File: config.mk
export PLATFORM = sky130hd
export DESIGN_NAME = fdc_cmd_seq
export DESIGN_NICKNAME = d
export VERILOG_FILES = /design/src/rtl/fdc_seq_pkg.sv /design/src/rtl/fdc_step_engine.sv /design/src/rtl/fdc_media_latch.sv /design/src/rtl/fdc_cmd_fsm.sv /design/src/rtl/fdc_cmd_seq.sv
export SDC_FILE = /design/constraint.sdc
export NUM_CORES = 1
export LEC_CHECK = 0
export BUFFER_PORTS_ARGS = -buffer_cell sky130_fd_sc_hd__clkbuf_2
export CAP_MARGIN = 20
export CORE_MARGIN = 1.5
export CORE_UTILIZATION = 60
export CTS_BUF_LIST = sky130_fd_sc_hd__clkbuf_8
export CTS_CLUSTER_DIAMETER = 80
export DETAILED_ROUTE_END_ITERATION = 10
export PLACE_DENSITY = 0.76
export RECOVER_POWER = 25
export SYNTH_ARGS = -nofsm -noshare
export SYNTH_HDL_FRONTEND = slang
export SYNTH_SLANG_ARGS = --single-unit
export TNS_END_PERCENT = 100
File: constraint.sdc
create_clock -name clk -period 3.8 [get_ports clk]
set_input_delay 0.76 -clock clk [delete_from_list [all_inputs] [get_ports clk]]
set_output_delay 0.76 -clock clk [all_outputs]
set_load 0.03 [all_outputs]
File: src/rtl/fdc_seq_pkg.sv
package fdc_seq_pkg;

  typedef enum logic [1:0] {PH_IDLE, PH_PARAM, PH_EXEC, PH_RESULT} phase_e;

  localparam logic [7:0] OP_SEEK      = 8'h0F;
  localparam logic [7:0] OP_SEEK_UP   = 8'hCF;
  localparam logic [7:0] OP_SEEK_DN   = 8'h8F;
  localparam logic [7:0] OP_SENSE     = 8'h08;
  localparam logic [7:0] RES_INVALID  = 8'h80;
  localparam logic [7:0] ST0_SEEK_END = 8'h20;

  localparam logic [2:0] OFS_MSR  = 3'd4;
  localparam logic [2:0] OFS_FIFO = 3'd5;
  localparam logic [2:0] OFS_DIN  = 3'd7;

  function automatic logic is_seek_op(logic [7:0] op);
    return (op == OP_SEEK) || (op == OP_SEEK_UP) || (op == OP_SEEK_DN);
  endfunction

  // status byte: ready, direction, non-DMA (unused), busy
  function automatic logic [7:0] msr_code(phase_e ph);
    case (ph)
      PH_IDLE:   return 8'h80;
      PH_PARAM:  return 8'h90;
      PH_EXEC:   return 8'h10;
      default:   return 8'hD0;
    endcase
  endfunction

  // cylinder the head must reach, saturated to [0, maxc]
  function automatic logic [7:0] seek_target(logic [7:0] op, logic [7:0] cur,
                                             logic [7:0] arg, logic [7:0] maxc);
    logic [8:0] sum;
    sum = {1'b0, cur} + {1'b0, arg};
    case (op)
      OP_SEEK_UP: return (sum > {1'b0, maxc}) ? maxc : sum[7:0];
      OP_SEEK_DN: return (arg > cur) ? 8'd0 : cur - arg;
      default:    return (arg > maxc) ? maxc : arg;
    endcase
  endfunction

endpackage

File: src/rtl/fdc_step_engine.sv
module fdc_step_engine #(
  parameter int STEP_CYC = 8
) (
  input  logic       clk,
  input  logic       rst_n,
  input  logic       start,
  input  logic [7:0] target,
  output logic [7:0] pcn,
  output logic       done,
  output logic       step_evt,
  output logic       step,
  output logic       step_dir
);
  localparam int TW = (STEP_CYC > 2) ? $clog2(STEP_CYC) : 1;
  localparam logic [TW-1:0] RELOAD = TW'(STEP_CYC - 1);

  logic          active;
  logic [TW-1:0] tmr;
  logic [7:0]    tgt;

  assign done     = active && (tmr == '0) && (pcn == tgt);
  assign step_evt = active && (tmr == '0) && (pcn != tgt);

  always_ff @(posedge clk or negedge rst_n) begin
    if (!rst_n) begin
      active   <= 1'b0;
      tmr      <= '0;
      tgt      <= '0;
      pcn      <= '0;
      step     <= 1'b0;
      step_dir <= 1'b0;
    end else begin
      step <= step_evt;
      if (start) begin
        active <= 1'b1;
        tgt    <= target;
        tmr    <= RELOAD;
      end else if (active) begin
        if (tmr != '0) begin
          tmr <= tmr - 1'b1;
        end else if (pcn == tgt) begin
          active <= 1'b0;
        end else begin
          pcn      <= (tgt > pcn) ? pcn + 8'd1 : pcn - 8'd1;
          step_dir <= (tgt > pcn);
          tmr      <= RELOAD;
        end
      end
    end
  end
endmodule

File: src/rtl/fdc_media_latch.sv
module fdc_media_latch (
  input  logic clk,
  input  logic rst_n,
  input  logic media_present,
  input  logic step_evt,
  output logic dskchg
);
  logic media_prev;
  logic removal;

  assign removal = media_prev && !media_present;

  always_ff @(posedge clk or negedge rst_n) begin
    if (!rst_n) begin
      media_prev <= 1'b0;
      dskchg     <= 1'b1;
    end else begin
      media_prev <= media_present;
      if (removal)
        dskchg <= 1'b1;
      else if (step_evt && media_present)
        dskchg <= 1'b0;
    end
  end
endmodule

File: src/rtl/fdc_cmd_fsm.sv
module fdc_cmd_fsm
  import fdc_seq_pkg::*;
#(
  parameter int MAX_CYL = 79
) (
  input  logic       clk,
  input  logic       rst_n,
  input  logic       cmd_wr,
  input  logic [7:0] wdata,
  input  logic       res_rd,
  input  logic [7:0] pcn,
  input  logic       seek_done,
  output phase_e     phase,
  output logic       start,
  output logic [7:0] target,
  output logic       irq,
  output logic [7:0] res_byte
);
  localparam logic [7:0] MAXC = 8'(MAX_CYL);

  logic [7:0] op;
  logic       need_hd;
  logic [2:0] hd;
  logic [7:0] st0;
  logic [7:0] res0, res1;
  logic       res_two, res_idx;

  assign start    = (phase == PH_PARAM) && cmd_wr && !need_hd;
  assign target   = seek_target(op, pcn, wdata, MAXC);
  assign res_byte = res_idx ? res1 : res0;

  always_ff @(posedge clk or negedge rst_n) begin
    if (!rst_n) begin
      phase   <= PH_IDLE;
      op      <= '0;
      need_hd <= 1'b0;
      hd      <= '0;
      st0     <= '0;
      res0    <= '0;
      res1    <= '0;
      res_two <= 1'b0;
      res_idx <= 1'b0;
      irq     <= 1'b0;
    end else begin
      case (phase)
        PH_IDLE: if (cmd_wr) begin
          op      <= wdata;
          res_idx <= 1'b0;
          if (is_seek_op(wdata)) begin
            phase   <= PH_PARAM;
            need_hd <= 1'b1;
          end else if ((wdata == OP_SENSE) && irq) begin
            res0    <= st0;
            res1    <= pcn;
            res_two <= 1'b1;
            phase   <= PH_RESULT;
          end else begin
            res0    <= RES_INVALID;
            res_two <= 1'b0;
            phase   <= PH_RESULT;
          end
        end
        PH_PARAM: if (cmd_wr) begin
          if (need_hd) begin
            hd      <= wdata[2:0];
            need_hd <= 1'b0;
          end else begin
            phase <= PH_EXEC;
          end
        end
        PH_EXEC: if (seek_done) begin
          phase <= PH_IDLE;
          irq   <= 1'b1;
          st0   <= ST0_SEEK_END | {5'd0, hd};
        end
        default: if (res_rd) begin
          if (res_two && !res_idx) begin
            res_idx <= 1'b1;
          end else begin
            phase   <= PH_IDLE;
            res_idx <= 1'b0;
            if (res_two) irq <= 1'b0;
          end
        end
      endcase
    end
  end
endmodule

File: src/rtl/fdc_cmd_seq.sv
module fdc_cmd_seq
  import fdc_seq_pkg::*;
#(
  parameter int MAX_CYL  = 79,
  parameter int STEP_CYC = 8
) (
  input  logic       clk,
  input  logic       rst_n,
  input  logic [2:0] addr,
  input  logic       rd_stb,
  input  logic       wr_stb,
  input  logic [7:0] wdata,
  output logic [7:0] rdata,
  output logic       irq,
  output logic       step,
  output logic       step_dir,
  input  logic       media_present
);
  phase_e     phase;
  logic       cmd_wr, res_rd;
  logic       start, seek_done, step_evt, dskchg;
  logic [7:0] target, pcn, res_byte;

  // host events brought out as named wires
  assign cmd_wr = wr_stb && (addr == OFS_FIFO) &&
                  ((phase == PH_IDLE) || (phase == PH_PARAM));
  assign res_rd = rd_stb && (addr == OFS_FIFO) && (phase == PH_RESULT);

  fdc_cmd_fsm #(.MAX_CYL(MAX_CYL)) u_fsm (
    .clk(clk), .rst_n(rst_n), .cmd_wr(cmd_wr), .wdata(wdata),
    .res_rd(res_rd), .pcn(pcn), .seek_done(seek_done), .phase(phase),
    .start(start), .target(target), .irq(irq), .res_byte(res_byte)
  );

  fdc_step_engine #(.STEP_CYC(STEP_CYC)) u_eng (
    .clk(clk), .rst_n(rst_n), .start(start), .target(target), .pcn(pcn),
    .done(seek_done), .step_evt(step_evt), .step(step), .step_dir(step_dir)
  );

  fdc_media_latch u_media (
    .clk(clk), .rst_n(rst_n), .media_present(media_present),
    .step_evt(step_evt), .dskchg(dskchg)
  );

  always_comb begin
    case (addr)
      OFS_MSR:  rdata = msr_code(phase);
      OFS_FIFO: rdata = (phase == PH_RESULT) ? res_byte : 8'h00;
      OFS_DIN:  rdata = {dskchg, 7'd0};
      default:  rdata = 8'h00;
    endcase
  end
endmodule

* Yosys cells after proc, flatten, opt, wreduce, memory -nomap -nowiden
Cells that the tools add are included.
** Word-level totals
- Bits in registers :: 61
- Output and inout bits :: 11
** Operators by class
- Reductions and logical operators :: 42
- Bitwise operators :: 6
- Multiplexer cells :: 41
- Magnitude comparators :: 4
- Add/sub/neg operators :: 5
- Eq/ne operators :: 22
** Operators by type and width (number)
- two-way mux 8 bit :: 7
- one-hot mux 8 bit (3 select lines) :: 2
- == test 8 bit, second input constant :: 4
- == test 8 x 4 -> 1 bit, second input constant :: 2
- > comparator 8 bit :: 2
- two-way mux 1 bit :: 16
- one-hot mux 8 bit (2 select lines) :: 1
- two-way mux 2 bit :: 7
- logical AND 1 bit :: 13
- two-way mux 3 bit :: 4
- AND reduction 4 bit :: 3
- nonzero test 2 bit :: 6
- adder 8 x 8 -> 9 bit :: 1
- == test 3 bit, second input constant :: 3
- > comparator 9 x 7 -> 1 bit, second input constant :: 1
- AND reduction 3 bit :: 3
- adder 8 x 1 -> 8 bit, second input constant :: 1
- == test 8 bit :: 1
- > comparator 8 x 7 -> 1 bit, second input constant :: 1
- inequality test 8 bit :: 1
- subtractor 8 x 1 -> 8 bit, second input constant :: 1
- subtractor 8 bit :: 1
- inequality test 2 x 1 -> 1 bit, second input constant :: 3
- inequality test 2 bit, second input constant :: 3
- other kinds (18) :: 33

* Longest topological paths before layout
Gate-level depths: netlist of run 1.
- Depth after elaboration :: 7
- Mapped depth :: 13

* Hierarchy
Synthesis of run 1 repeated with hierarchy kept, for this count alone.
** Second synthesis, totals
- Cell total of the unflattened synthesis :: 436
- Area, all modules :: 4005.1 um2
** By module, submodules not included
- fdc_cmd_fsm :: area each 2459.9 um2, seq. area each 850.8 um2, cells each 276, instances 1
- fdc_step_engine :: area each 1345.0 um2, seq. area each 550.5 um2, cells each 134, instances 1
- fdc_cmd_seq :: area each 135.1 um2, seq. area each 0.0 um2, cells each 21, instances 1
- fdc_media_latch :: area each 65.1 um2, seq. area each 51.3 um2, cells each 5, instances 1

* Least setup slack after synthesis of run 1
OpenSTA, ideal clock, no wires.
- Path type :: register to register
- Start point :: register u_eng.pcn[1]
- End point :: register u_eng.pcn[7]
- Cell stages (with the launch flop) :: 14
- Path slack :: 0.906 ns
- Library setup time :: 0.080 ns
- Buffers on the path :: 0
- Data required time :: 3.720 ns
- Arrival :: 2.814 ns
- Path through :: dfrtp_1 inv_1 ha_1 nand2b_1 a21oi_1 o32ai_1 or2_2 ha_1 nand3_1 o211ai_1 o41ai_1 or3_1 a21boi_1 xnor2_1
** On the way
- Cells in the longest elaborated chain, start to end :: 3
** Ends and longest elaborated chain
- start: declaration :: line fdc_step_engine.sv:8 : output logic [7:0] pcn,
- start signal: assignment :: line fdc_step_engine.sv:44 : pcn <= (tgt > pcn) ? pcn + 8'd1 : pcn - 8'd1;
- parallel branches: the longest is 3 deep, another holds subtractor 8 x 1 -> 8 bit
Several ways; the timed one is not identified.
A chain may end at the register's enable or synchronous reset.

* Worst setup path after layout of run 1
- Start point :: register u_eng.pcn[5]
- End point :: register u_eng.pcn[7]
Same word-level chain as after synthesis.

==> results of run 1 <==
==> cell families (layout without fill, tap and decap cells) <==
family | count (synthesis) | in the layout
AO/OA/AOI/OAI | 113 | 113
multiplexers | 20 | 20
buffers and inverters | 45 | 80
flip-flops | 58 | 58
AND/OR/NAND/NOR | 137 | 137
XOR/XNOR | 18 | 18
adder cells (fa/ha/maj) | 40 | 40
==> layout make-up <==
cell class	count	area [um^2]	area share
multi-input combinational	328	2400	0.539
sequential	58	1450	0.326
timing repair buffer	30	155	0.0348
clock buffer	10	138	0.0309
inverter	34	128	0.0287
tap	77	96.3	0.0216
clock inverter	6	81.3	0.0183
==> flip-flops by register name, summed over array words and instances (netlist names) <==
| register | count |
|---|---|
| u_fsm.st0 | 4 |
| u_fsm.res1 | 8 |
| u_eng.tgt | 8 |
| u_fsm.phase | 2 |
| u_eng.step | 1 |
| u_fsm.res_idx | 1 |
| u_fsm.irq | 1 |
| u_media.media_prev | 1 |
| u_fsm.res0 | 5 |
| u_eng.pcn | 8 |
| u_fsm.need_hd | 1 |
| u_eng.step_dir | 1 |
| u_fsm.res_two | 1 |
| u_fsm.hd | 3 |
| u_fsm.op | 8 |
| u_media.dskchg | 1 |
| u_eng.active | 1 |
| u_eng.tmr | 3 |
==> path summary, 6_finish.rpt <==
path                       slack (ns)                   endpoint                      from
max                              0.26   u_eng.pcn[7]$_DFFE_PN0P_  u_eng.pcn[5]$_DFFE_PN0P_
min                              0.48   u_fsm.st0[5]$_DFFE_PN0P_  u_fsm.st0[5]$_DFFE_PN0P_
max reg2reg                      0.26   u_eng.pcn[7]$_DFFE_PN0P_  u_eng.pcn[5]$_DFFE_PN0P_
min reg2reg                      0.48   u_fsm.st0[5]$_DFFE_PN0P_  u_fsm.st0[5]$_DFFE_PN0P_
max in group asynchronous        1.65   u_eng.tgt[5]$_DFFE_PN0P_                     rst_n
min in group asynchronous        0.63  u_fsm.res1[1]$_DFFE_PN0P_                     rst_n
==> what timing repair did <==
item,4_1_cts,5_1_grt
resized for setup,0,2
setup endpoints to repair,0,1
buffers inserted,0,0
==> power groups by stage <==
stage | clock network [mW] | registers, mW | logic, mW
finish | 0.634 | 0.620 | 0.117
global route | 0.669 | 0.620 | 0.130
CTS | 0.643 | 0.620 | 0.117
detailed placement | 0 | 0.631 | 0.116
global placement | 0 | 0.631 | 0.115
floorplan | 0 | 0.631 | 0.0708
==> layer usage <==
metal	GRT usage	share of wire	vias up	wire length (um)
met3	0.0506	0.040	27	379
met1	0.374	0.45	1614	4280
met2	0.468	0.48	93	4540
met4	0.133	0.033	0	318
li1	-	-	1607	-
met5	0	0	-	0
==> cell usage in the layout, fill, tap and decap left out, types with 3 or more instances in the layout <==
cell,instances
or3_1,5
nand2b_1,5
a211oi_1,4
mux2_4,8
clkbuf_2,25
clkbuf_8,10
nor4_1,7
o21ai_1,8
xor2_1,6
ha_1,37
buf_4,3
mux2i_1,8
a31oi_1,3
a21oi_1,26
nand4_1,5
o21ai_0,35
inv_1,34
nand3_1,8
a21o_1,5
and3_1,6
nor3_1,9
dfrtp_1,57
nor2_1,26
mux2_2,4
fa_1,3
nor2b_1,6
nand2_1,42
nor3b_1,3
xnor2_1,12
o31ai_1,5
==> worst max-delay path, cell delays in order (launching register included) <==
cell      delay (ns)
dfrtp_1         0.49
inv_1           0.11
ha_1            0.31
nand4_1         0.25
a21oi_1         0.25
o32ai_2         0.14
or2_2           0.37
ha_1            0.41
nand3_1         0.11
o211ai_1        0.27
o41ai_1         0.11
or3_1           0.31
a21boi_1        0.18
xnor2_1         0.13
==> results.sh, run 1 <==
export IMPL_cts_buffers_inserted=9
export IMPL_yosysMostFrequentCell="dfrtp_1"
export IMPL_synth_top_cells_by_count="dfrtp_1 (57), nand2_1 (42), ha_1 (37), o21ai_0 (35), inv_1 (33)"
export IMPL_core_area_mm2=0.00642
export IMPL_cts_tree="built"
export IMPL_synth_compound_area_share=0.184
export IMPL_ys_flop_type="dfrtp_1"
export IMPL_grt_max_degree=38
export IMPL_numPortBuffers=26
export IMPL_p_comb_frac=0.085
export IMPL_clock_tree_buffer_depth=2
export IMPL_slew_headroom=0.213
export IMPL_ys_ff_latch=58
export IMPL_die_area_mm2=0.00720
export IMPL_power_switching_mw=0.327
export IMPL_drc_errors=4
export IMPL_num_fill_cells=512
export IMPL_ir_worst_vdd_mv=0.206
export IMPL_drive_gt1_frac=0.152
export IMPL_rsz0062_at_grt="false"
export IMPL_path_max_fanout=7
export IMPL_clkTransAtPathRegs_ns=0.07
export IMPL_htreeDepth=3
export IMPL_ys_top_cells_by_area="dfrtp_1 (35%), ha_1 (12%), o21ai_0 (4.4%)"
export IMPL_firstDrtPassIters=8
export IMPL_drtIter0Drc=246
export IMPL_hold_buffers=0
export IMPL_timing_final_ws_setup_ns=0.263
export IMPL_diodes=0
export IMPL_cp_end_kind="flop"
export IMPL_post_synth_num_cell_types=66
export IMPL_viasPerCell=6.15
export IMPL_post_dp_hpwl_mm=7.27
export IMPL_setup_worst_path_start_class="flop"
export IMPL_gr_total_overflow=0
export IMPL_tightest_slew_ns=1.18
export IMPL_antenna_found_initial=0
export IMPL_final_util=0.693
export IMPL_syn_num_nets=487
export IMPL_yosysSeqAreaShare=0.361
export IMPL_holdPathStages=1
export IMPL_drt_wl_total_mm=9.51
export IMPL_swShare=0.239
export IMPL_final_setup_tns_ns=0
export IMPL_dp_slack_ns=0.410
export IMPL_dp_cells=527
export IMPL_synth_adder_area_share=0.130
export IMPL_p_per_area_mw_per_mm2=308
export IMPL_p_int_mw=1.04
export IMPL_max_freq_ghz=0.283
export IMPL_stdcell_count=543
export IMPL_ys_warn_count=0
export IMPL_start_util=0.626
export IMPL_die_h_um=84.9
export IMPL_min_period_over_period=0.931
export IMPL_final_area_mm2=0.00445
export IMPL_worst_hold_slack_ns=0.477
export IMPL_syn_area_mm2=0.00402
export IMPL_reg2regPathDepth=13
export IMPL_setup_violations=0
export IMPL_cp_required_ns=4.06
export IMPL_ant_nets=0
export IMPL_crit_type="flop to flop"
export IMPL_synth_area_leader_cell="dfrtp_1"
export IMPL_synth_edf_count=0
export IMPL_wl_per_cell_um=17.5
export IMPL_die_x_um=84.9
export IMPL_final_hold_viol_count=0
export IMPL_leakagePower_nw=1.99
export IMPL_async_flop_share=1.00
export IMPL_num_io_pins=27
export IMPL_crit_arrival_ns=3.80
export IMPL_clk_latency_ns=0.35
export IMPL_fin_skew_ns=0.0108
export IMPL_synth_mux_area_frac=0.0610
export IMPL_final_nets=517
export IMPL_synth_xor_area_share=0.0392
export IMPL_finalMaxSlewViolations=0
export IMPL_gp_congestion=0.934
export IMPL_synth_top_area_frac=0.355
export IMPL_track_usage=0.287
export IMPL_p_seq_frac=0.452
export IMPL_postPlaceCellArea_mm2=0.00423
export IMPL_areaGrowthSynthToFinish_pct=10.8
export IMPL_cts_root_buf="clkbuf_8"
export IMPL_syn_inst=431
export IMPL_avgSynthCellArea_um2=9.33
export IMPL_via_count=3341
export IMPL_total_power_mw=1.37
export IMPL_final_min_clock_period_ns=3.54
export IMPL_grt_pass1_wl_mm=16.1
export IMPL_cap_violations=0
export IMPL_num_rows=29
export IMPL_failed_checks="DRC"
export IMPL_p_clk_frac=0.463
export IMPL_cts_sinks=58
export IMPL_synthSimpleGateAreaFrac=0.181
export IMPL_outcome="finished, violations left"
export IMPL_worstHoldPathType="flop to flop"
export IMPL_grt_pass1_vias=3307
export IMPL_synth_top_family_by_area="compound AO/OA/AOI/OAI gates"
(Power assumes the default switching activity.)
==> inputs of run 2 (changes only) <==
BUFFER_PORTS_ARGS = -buffer_cell sky130_fd_sc_hd__buf_2   (was -buffer_cell sky130_fd_sc_hd__clkbuf_2)
SETUP_SLACK_MARGIN = 0.4   (was not set)
==> results.sh, run 2 (synthesis results as in run 1) <==
export IMPL_clk_latency_ns=0.33
export IMPL_post_dp_hpwl_mm=7.32
export IMPL_track_usage=0.285
export IMPL_hold_buffers=0
export IMPL_clkTransAtPathRegs_ns=0.07
export IMPL_max_freq_ghz=0.303
export IMPL_fin_skew_ns=0.0148
export IMPL_finalMaxSlewViolations=37
export IMPL_wl_per_cell_um=17.8
export IMPL_gp_congestion=0.924
export IMPL_firstDrtPassIters=10
export IMPL_cts_buffers_inserted=9
export IMPL_cts_sinks=58
export IMPL_die_area_mm2=0.00720
export IMPL_diodes=0
export IMPL_via_count=3378
export IMPL_final_nets=522
export IMPL_ir_worst_vdd_mv=0.163
export IMPL_drt_wl_total_mm=9.73
export IMPL_rsz0062_at_grt="false"
export IMPL_die_x_um=84.9
export IMPL_setup_violations=0
export IMPL_cp_end_kind="flop"
export IMPL_final_cell_mix="dfrtp_1 (53), nand2_1 (42), ha_1 (36), o21ai_0 (35), inv_1 (34)"
export IMPL_p_per_area_mw_per_mm2=305
export IMPL_antenna_found_initial=0
export IMPL_num_rows=29
export IMPL_crit_arrival_ns=3.56
export IMPL_stdcell_count=548
export IMPL_grt_pass1_wl_mm=16.0
export IMPL_cap_violations=1
export IMPL_total_power_mw=1.38
export IMPL_min_period_over_period=0.868
export IMPL_die_h_um=84.9
export IMPL_failed_checks="DRC, capacitance limit, slew limit"
export IMPL_cts_tree="built"
export IMPL_final_hold_viol_count=0
export IMPL_final_util=0.706
export IMPL_slew_headroom=-0.286
export IMPL_path_max_fanout=7
export IMPL_dp_cells=528
export IMPL_core_area_mm2=0.00642
export IMPL_final_setup_tns_ns=0
export IMPL_worstHoldPathType="flop to flop"
export IMPL_drtIter0Drc=184
export IMPL_cp_required_ns=4.06
export IMPL_viasPerCell=6.16
export IMPL_outcome="finished, violations left"
export IMPL_grt_max_degree=37
export IMPL_gr_total_overflow=0
export IMPL_start_util=0.626
export IMPL_cts_root_buf="clkbuf_8"
export IMPL_setup_worst_path_start_class="flop"
export IMPL_numPortBuffers=26
export IMPL_tightest_slew_ns=1.93
export IMPL_clock_tree_buffer_depth=2
export IMPL_htreeDepth=3
export IMPL_areaGrowthSynthToFinish_pct=12.8
export IMPL_final_common_cell="dfrtp_1"
export IMPL_leakagePower_nw=2.04
export IMPL_final_min_clock_period_ns=3.30
export IMPL_drc_errors=4
export IMPL_drive_gt1_frac=0.176
export IMPL_ant_nets=0
export IMPL_grt_pass1_vias=3297
export IMPL_crit_type="flop to flop"
export IMPL_num_io_pins=27
-- run 2: final cells by class --
| class | instances | area [um^2] |
|---|---|---|
| Sequential cell | 58 | 1460 |
| Inverter | 34 | 128 |
| Clock inverter | 5 | 77.6 |
| Clock buffer | 11 | 151 |
| Timing Repair Buffer | 35 | 195 |
| Tap cell | 77 | 96.3 |
| Multi-Input combinational cell | 328 | 2430 |
| Fill cell | 503 | 1890 |
-- run 2: power by group --
group	internal [mW]	switching (mW)	total, mW
Clock	0.403	0.241	0.644
Combinational	0.0423	0.0745	0.117
Sequential	0.619	0.000682	0.620
-- run 2: final timing paths --
path                                          startpoint                        end  slack, ns  cells past startpoint
min in group asynchronous                          rst_n  u_fsm.res_idx$_DFFE_PN0P_       0.95                      1
worst max register to register  u_eng.pcn[3]$_DFFE_PN0P_   u_eng.pcn[7]$_DFFE_PN0P_       0.50                     13
worst max-delay path            u_eng.pcn[3]$_DFFE_PN0P_   u_eng.pcn[7]$_DFFE_PN0P_       0.50                     13
worst min-delay path            u_fsm.st0[5]$_DFFE_PN0P_   u_fsm.st0[5]$_DFFE_PN0P_       0.48                      1
max in group asynchronous                          rst_n   u_eng.pcn[5]$_DFFE_PN0P_       1.58                      1
worst min register to register  u_fsm.st0[5]$_DFFE_PN0P_   u_fsm.st0[5]$_DFFE_PN0P_       0.48                      1
-- run 2: critical path, stage by stage (launching register included) --
cell and delay (ns):
dfrtp_1 0.46, inv_1 0.09, ha_1 0.31, a211oi_1 0.25
o21ai_1 0.11, o32ai_2 0.31, or2_4 0.25, ha_1 0.22
nand3_1 0.12, o211ai_1 0.39, o41ai_2 0.11, or3_1 0.31
a21boi_1 0.16, xnor2_1 0.14
-- run 2: repair_timing --
action                                  CTS  global route
resized for setup                         3             7
setup buffers                             0             4
pin swaps                                 0             2
endpoints found under the setup margin    1             3
-- run 2: through the flow --
step | worst slack, ns | instance area [um^2] | hold slack [ns]
floorplan | 0.906 | 4020 | 0.439
global placement | 0.478 | 4240 | 0.451
detailed placement | 0.360 | 4240 | 0.455
CTS | 0.405 | 4470 | 0.472
global route | 0.345 | 4530 | 0.499
finish | 0.503 | 4530 | 0.478
-- run 2: layer usage --
metal / vias to the layer above / part of all wire / global-route usage
li1: 1619 / - / -
met1: 1625 / 0.44 / 0.365
met2: 114 / 0.50 / 0.484
met5: - / 0 / 0
met4: 0 / 0.021 / 0.116
met3: 20 / 0.041 / 0.0467
==> inputs of run 3 (changes only) <==
CORE_ASPECT_RATIO = 0.75   (was not set)
CORE_UTILIZATION = 51   (was 60)
CTS_CLUSTER_SIZE = 20   (was not set)
PLACE_DENSITY = 0.66   (was 0.76)
==> results.sh, run 3 (synthesis results as in run 1) <==
export IMPL_diodes=0
export IMPL_timing_rr_end="u_eng.pcn[7]$_DFFE_PN0P_"
export IMPL_outcome="finished, violations left"
export IMPL_clk_latency_ns=0.34
export IMPL_cp_end_kind="flop"
export IMPL_core_area_mm2=0.00750
export IMPL_topRoutingLayerUsed="met4"
export IMPL_cts_root_buf="clkbuf_8"
export IMPL_htreeDepth=3
export IMPL_drt_met1_wl_mm=5.08
export IMPL_crit_type="flop to flop"
export IMPL_num_rows=27
export IMPL_hold_buffers=0
export IMPL_slowest_delay_ns=0.48
export IMPL_die_area_mm2=0.00843
export IMPL_p_comb_frac=0.091
export IMPL_crit_chain="inv_1 > ha_1 > nand4_1 > nor2_4 > or2_4 > ha_1 > nand3_1 > o211ai_1 > o41ai_2 > or3_1 > a21boi_1 > xnor2_1"
export IMPL_clkTransAtPathRegs_ns=0.07
export IMPL_power_switching_mw=0.329
export IMPL_tightest_slew_ns=1.59
export IMPL_antenna_found_initial=0
export IMPL_worstHoldPathType="flop to flop"
export IMPL_crit_buf_inv=1
export IMPL_drive_gt1_frac=0.176
export IMPL_gp_congestion=0.918
export IMPL_die_h_um=79.9
export IMPL_p_clk_frac=0.435
export IMPL_reg2regPathDepth=12
export IMPL_cts_sinks=58
export IMPL_viasPerCell=5.79
export IMPL_min_period_over_period=0.839
export IMPL_setup_worst_path_start_class="flop"
export IMPL_hold_end="u_fsm.op[7]$_DFFE_PN0P_"
export IMPL_path_max_fanout=7
export IMPL_path_delay_family="simple AND/OR/NAND/NOR gates"
export IMPL_cts_buffers_inserted=9
export IMPL_num_io_pins=27
export IMPL_final_setup_tns_ns=0
export IMPL_final_area_mm2=0.00453
export IMPL_ant_nets=0
export IMPL_fin_skew_ns=0.0129
export IMPL_grt_max_degree=32
export IMPL_final_hold_viol_count=0
export IMPL_worst_hold_slack_ns=0.479
export IMPL_grt_pass1_wl_mm=16.3
export IMPL_crit_top_cell="ha_1"
export IMPL_final_min_clock_period_ns=3.19
export IMPL_timing_rr_start="u_eng.pcn[1]$_DFFE_PN0P_"
export IMPL_finalMaxSlewViolations=32
export IMPL_final_cell_mix="dfrtp_1 (52), nand2_1 (42), ha_1 (37), o21ai_0 (35), inv_1 (34)"
export IMPL_postPlaceCellArea_mm2=0.00427
export IMPL_slew_headroom=-0.0621
export IMPL_crit_arrival_ns=3.44
export IMPL_swShare=0.252
export IMPL_gr_total_overflow=0
export IMPL_final_nets=523
export IMPL_slowest_stage="dfrtp_2"
export IMPL_leakagePower_nw=2.02
export IMPL_failed_checks="capacitance limit, slew limit"
export IMPL_r2r_slack_ns=0.61
export IMPL_multiInputGateArea_mm2=0.00242
export IMPL_p_int_mw=0.977
export IMPL_setup_violations=0
export IMPL_holdCritStartpoint="u_fsm.op[7]$_DFFE_PN0P_"
export IMPL_ff_latch_area_mm2=0.00146
export IMPL_numPortBuffers=26
export IMPL_via_count=3315
export IMPL_clock_tree_buffer_depth=2
export IMPL_post_dp_hpwl_mm=7.62
export IMPL_met2_length_mm=4.21
export IMPL_cap_violations=1
export IMPL_p_per_area_mw_per_mm2=289
export IMPL_rsz0062_at_grt="false"
export IMPL_met3WireLength_um=600
export IMPL_max_freq_ghz=0.314
export IMPL_wl_per_cell_um=17.4
export IMPL_firstDrtPassIters=5
export IMPL_num_fill_cells=655
export IMPL_start_util=0.536
export IMPL_ir_worst_vdd_mv=0.195
export IMPL_track_usage=0.254
export IMPL_drtIter0Drc=263
export IMPL_p_seq_frac=0.474
export IMPL_drc_errors=0
export IMPL_holdPathStages=2
export IMPL_die_x_um=106
export IMPL_final_common_cell="dfrtp_1"
export IMPL_cts_tree="built"
export IMPL_cp_required_ns=4.05
export IMPL_areaGrowthSynthToFinish_pct=12.6
export IMPL_drt_wl_total_mm=9.99
export IMPL_grt_pass1_vias=3187
-- run 3: cell types whose count changed in the layout (fill, tap and decap cells not counted), sizes merged --
cell	change
bufinv	-1
clkinv	+2
-- run 3: worst max path at each step --
stage                        startpoint                        to  depth (start not counted)
2_1_floorplan  u_eng.pcn[1]$_DFFE_PN0P_  u_eng.pcn[7]$_DFFE_PN0P_                         13
3_3_place_gp   u_eng.pcn[5]$_DFFE_PN0P_  u_eng.pcn[7]$_DFFE_PN0P_                         13
3_5_place_dp   u_eng.pcn[1]$_DFFE_PN0P_  u_eng.pcn[7]$_DFFE_PN0P_                         12
4_1_cts        u_eng.pcn[3]$_DFFE_PN0P_  u_eng.pcn[7]$_DFFE_PN0P_                         13
5_1_grt        u_eng.pcn[5]$_DFFE_PN0P_  u_eng.pcn[7]$_DFFE_PN0P_                         13
6_report       u_eng.pcn[1]$_DFFE_PN0P_  u_eng.pcn[7]$_DFFE_PN0P_                         12
-- run 3: timing repair --
action,CTS,global route
hold endpoints to repair,0,0
setup buffers,2,2
endpoints found under the setup margin,2,2
pin swaps,1,2
gates resized for setup,7,4
-- run 3: tightest hold or removal path: stages, from the launching register on --
cell	delay, ns
dfrtp_1	0.34
nand2_1	0.05
o21ai_0	0.06
-- run 3: power groups by stage --
stage	clock [mW]	sequential [mW]	combinational, mW
after floorplan	0	0.631	0.0708
after global placement	0	0.631	0.118
after detailed placement	0	0.631	0.118
after CTS	0.576	0.620	0.118
after global routing	0.609	0.620	0.132
final	0.568	0.620	0.118
-- run 3: metal layers --
layer | vias up | global-route usage
li1 | 1616 | -
met1 | 1610 | 0.363
met2 | 76 | 0.380
met3 | 13 | 0.0694
met4 | 0 | 0.0649
met5 | - | 0
-- run 3: area by class of cell --
cell class              instances  area share
repair buffers                 36      0.0439
clock inverters                 6      0.0127
inverters                      34      0.0282
flip-flops and latches         58       0.322
well taps                     101      0.0279
clock buffers                  10      0.0304
multi-input cells             328       0.535
-- run 3: metrics by stage --
stage | instances | power (mW) | util | worst slack [ns]
after floorplan | 431 | 0.702 | - | 0.906
after global placement | 553 | 0.749 | 0.570 | 0.358
after detailed placement | 553 | 0.749 | 0.570 | 0.286
after CTS | 571 | 1.31 | 0.600 | 0.479
after global routing | 573 | 1.36 | 0.604 | 0.414
final | 573 | 1.31 | 0.604 | 0.611
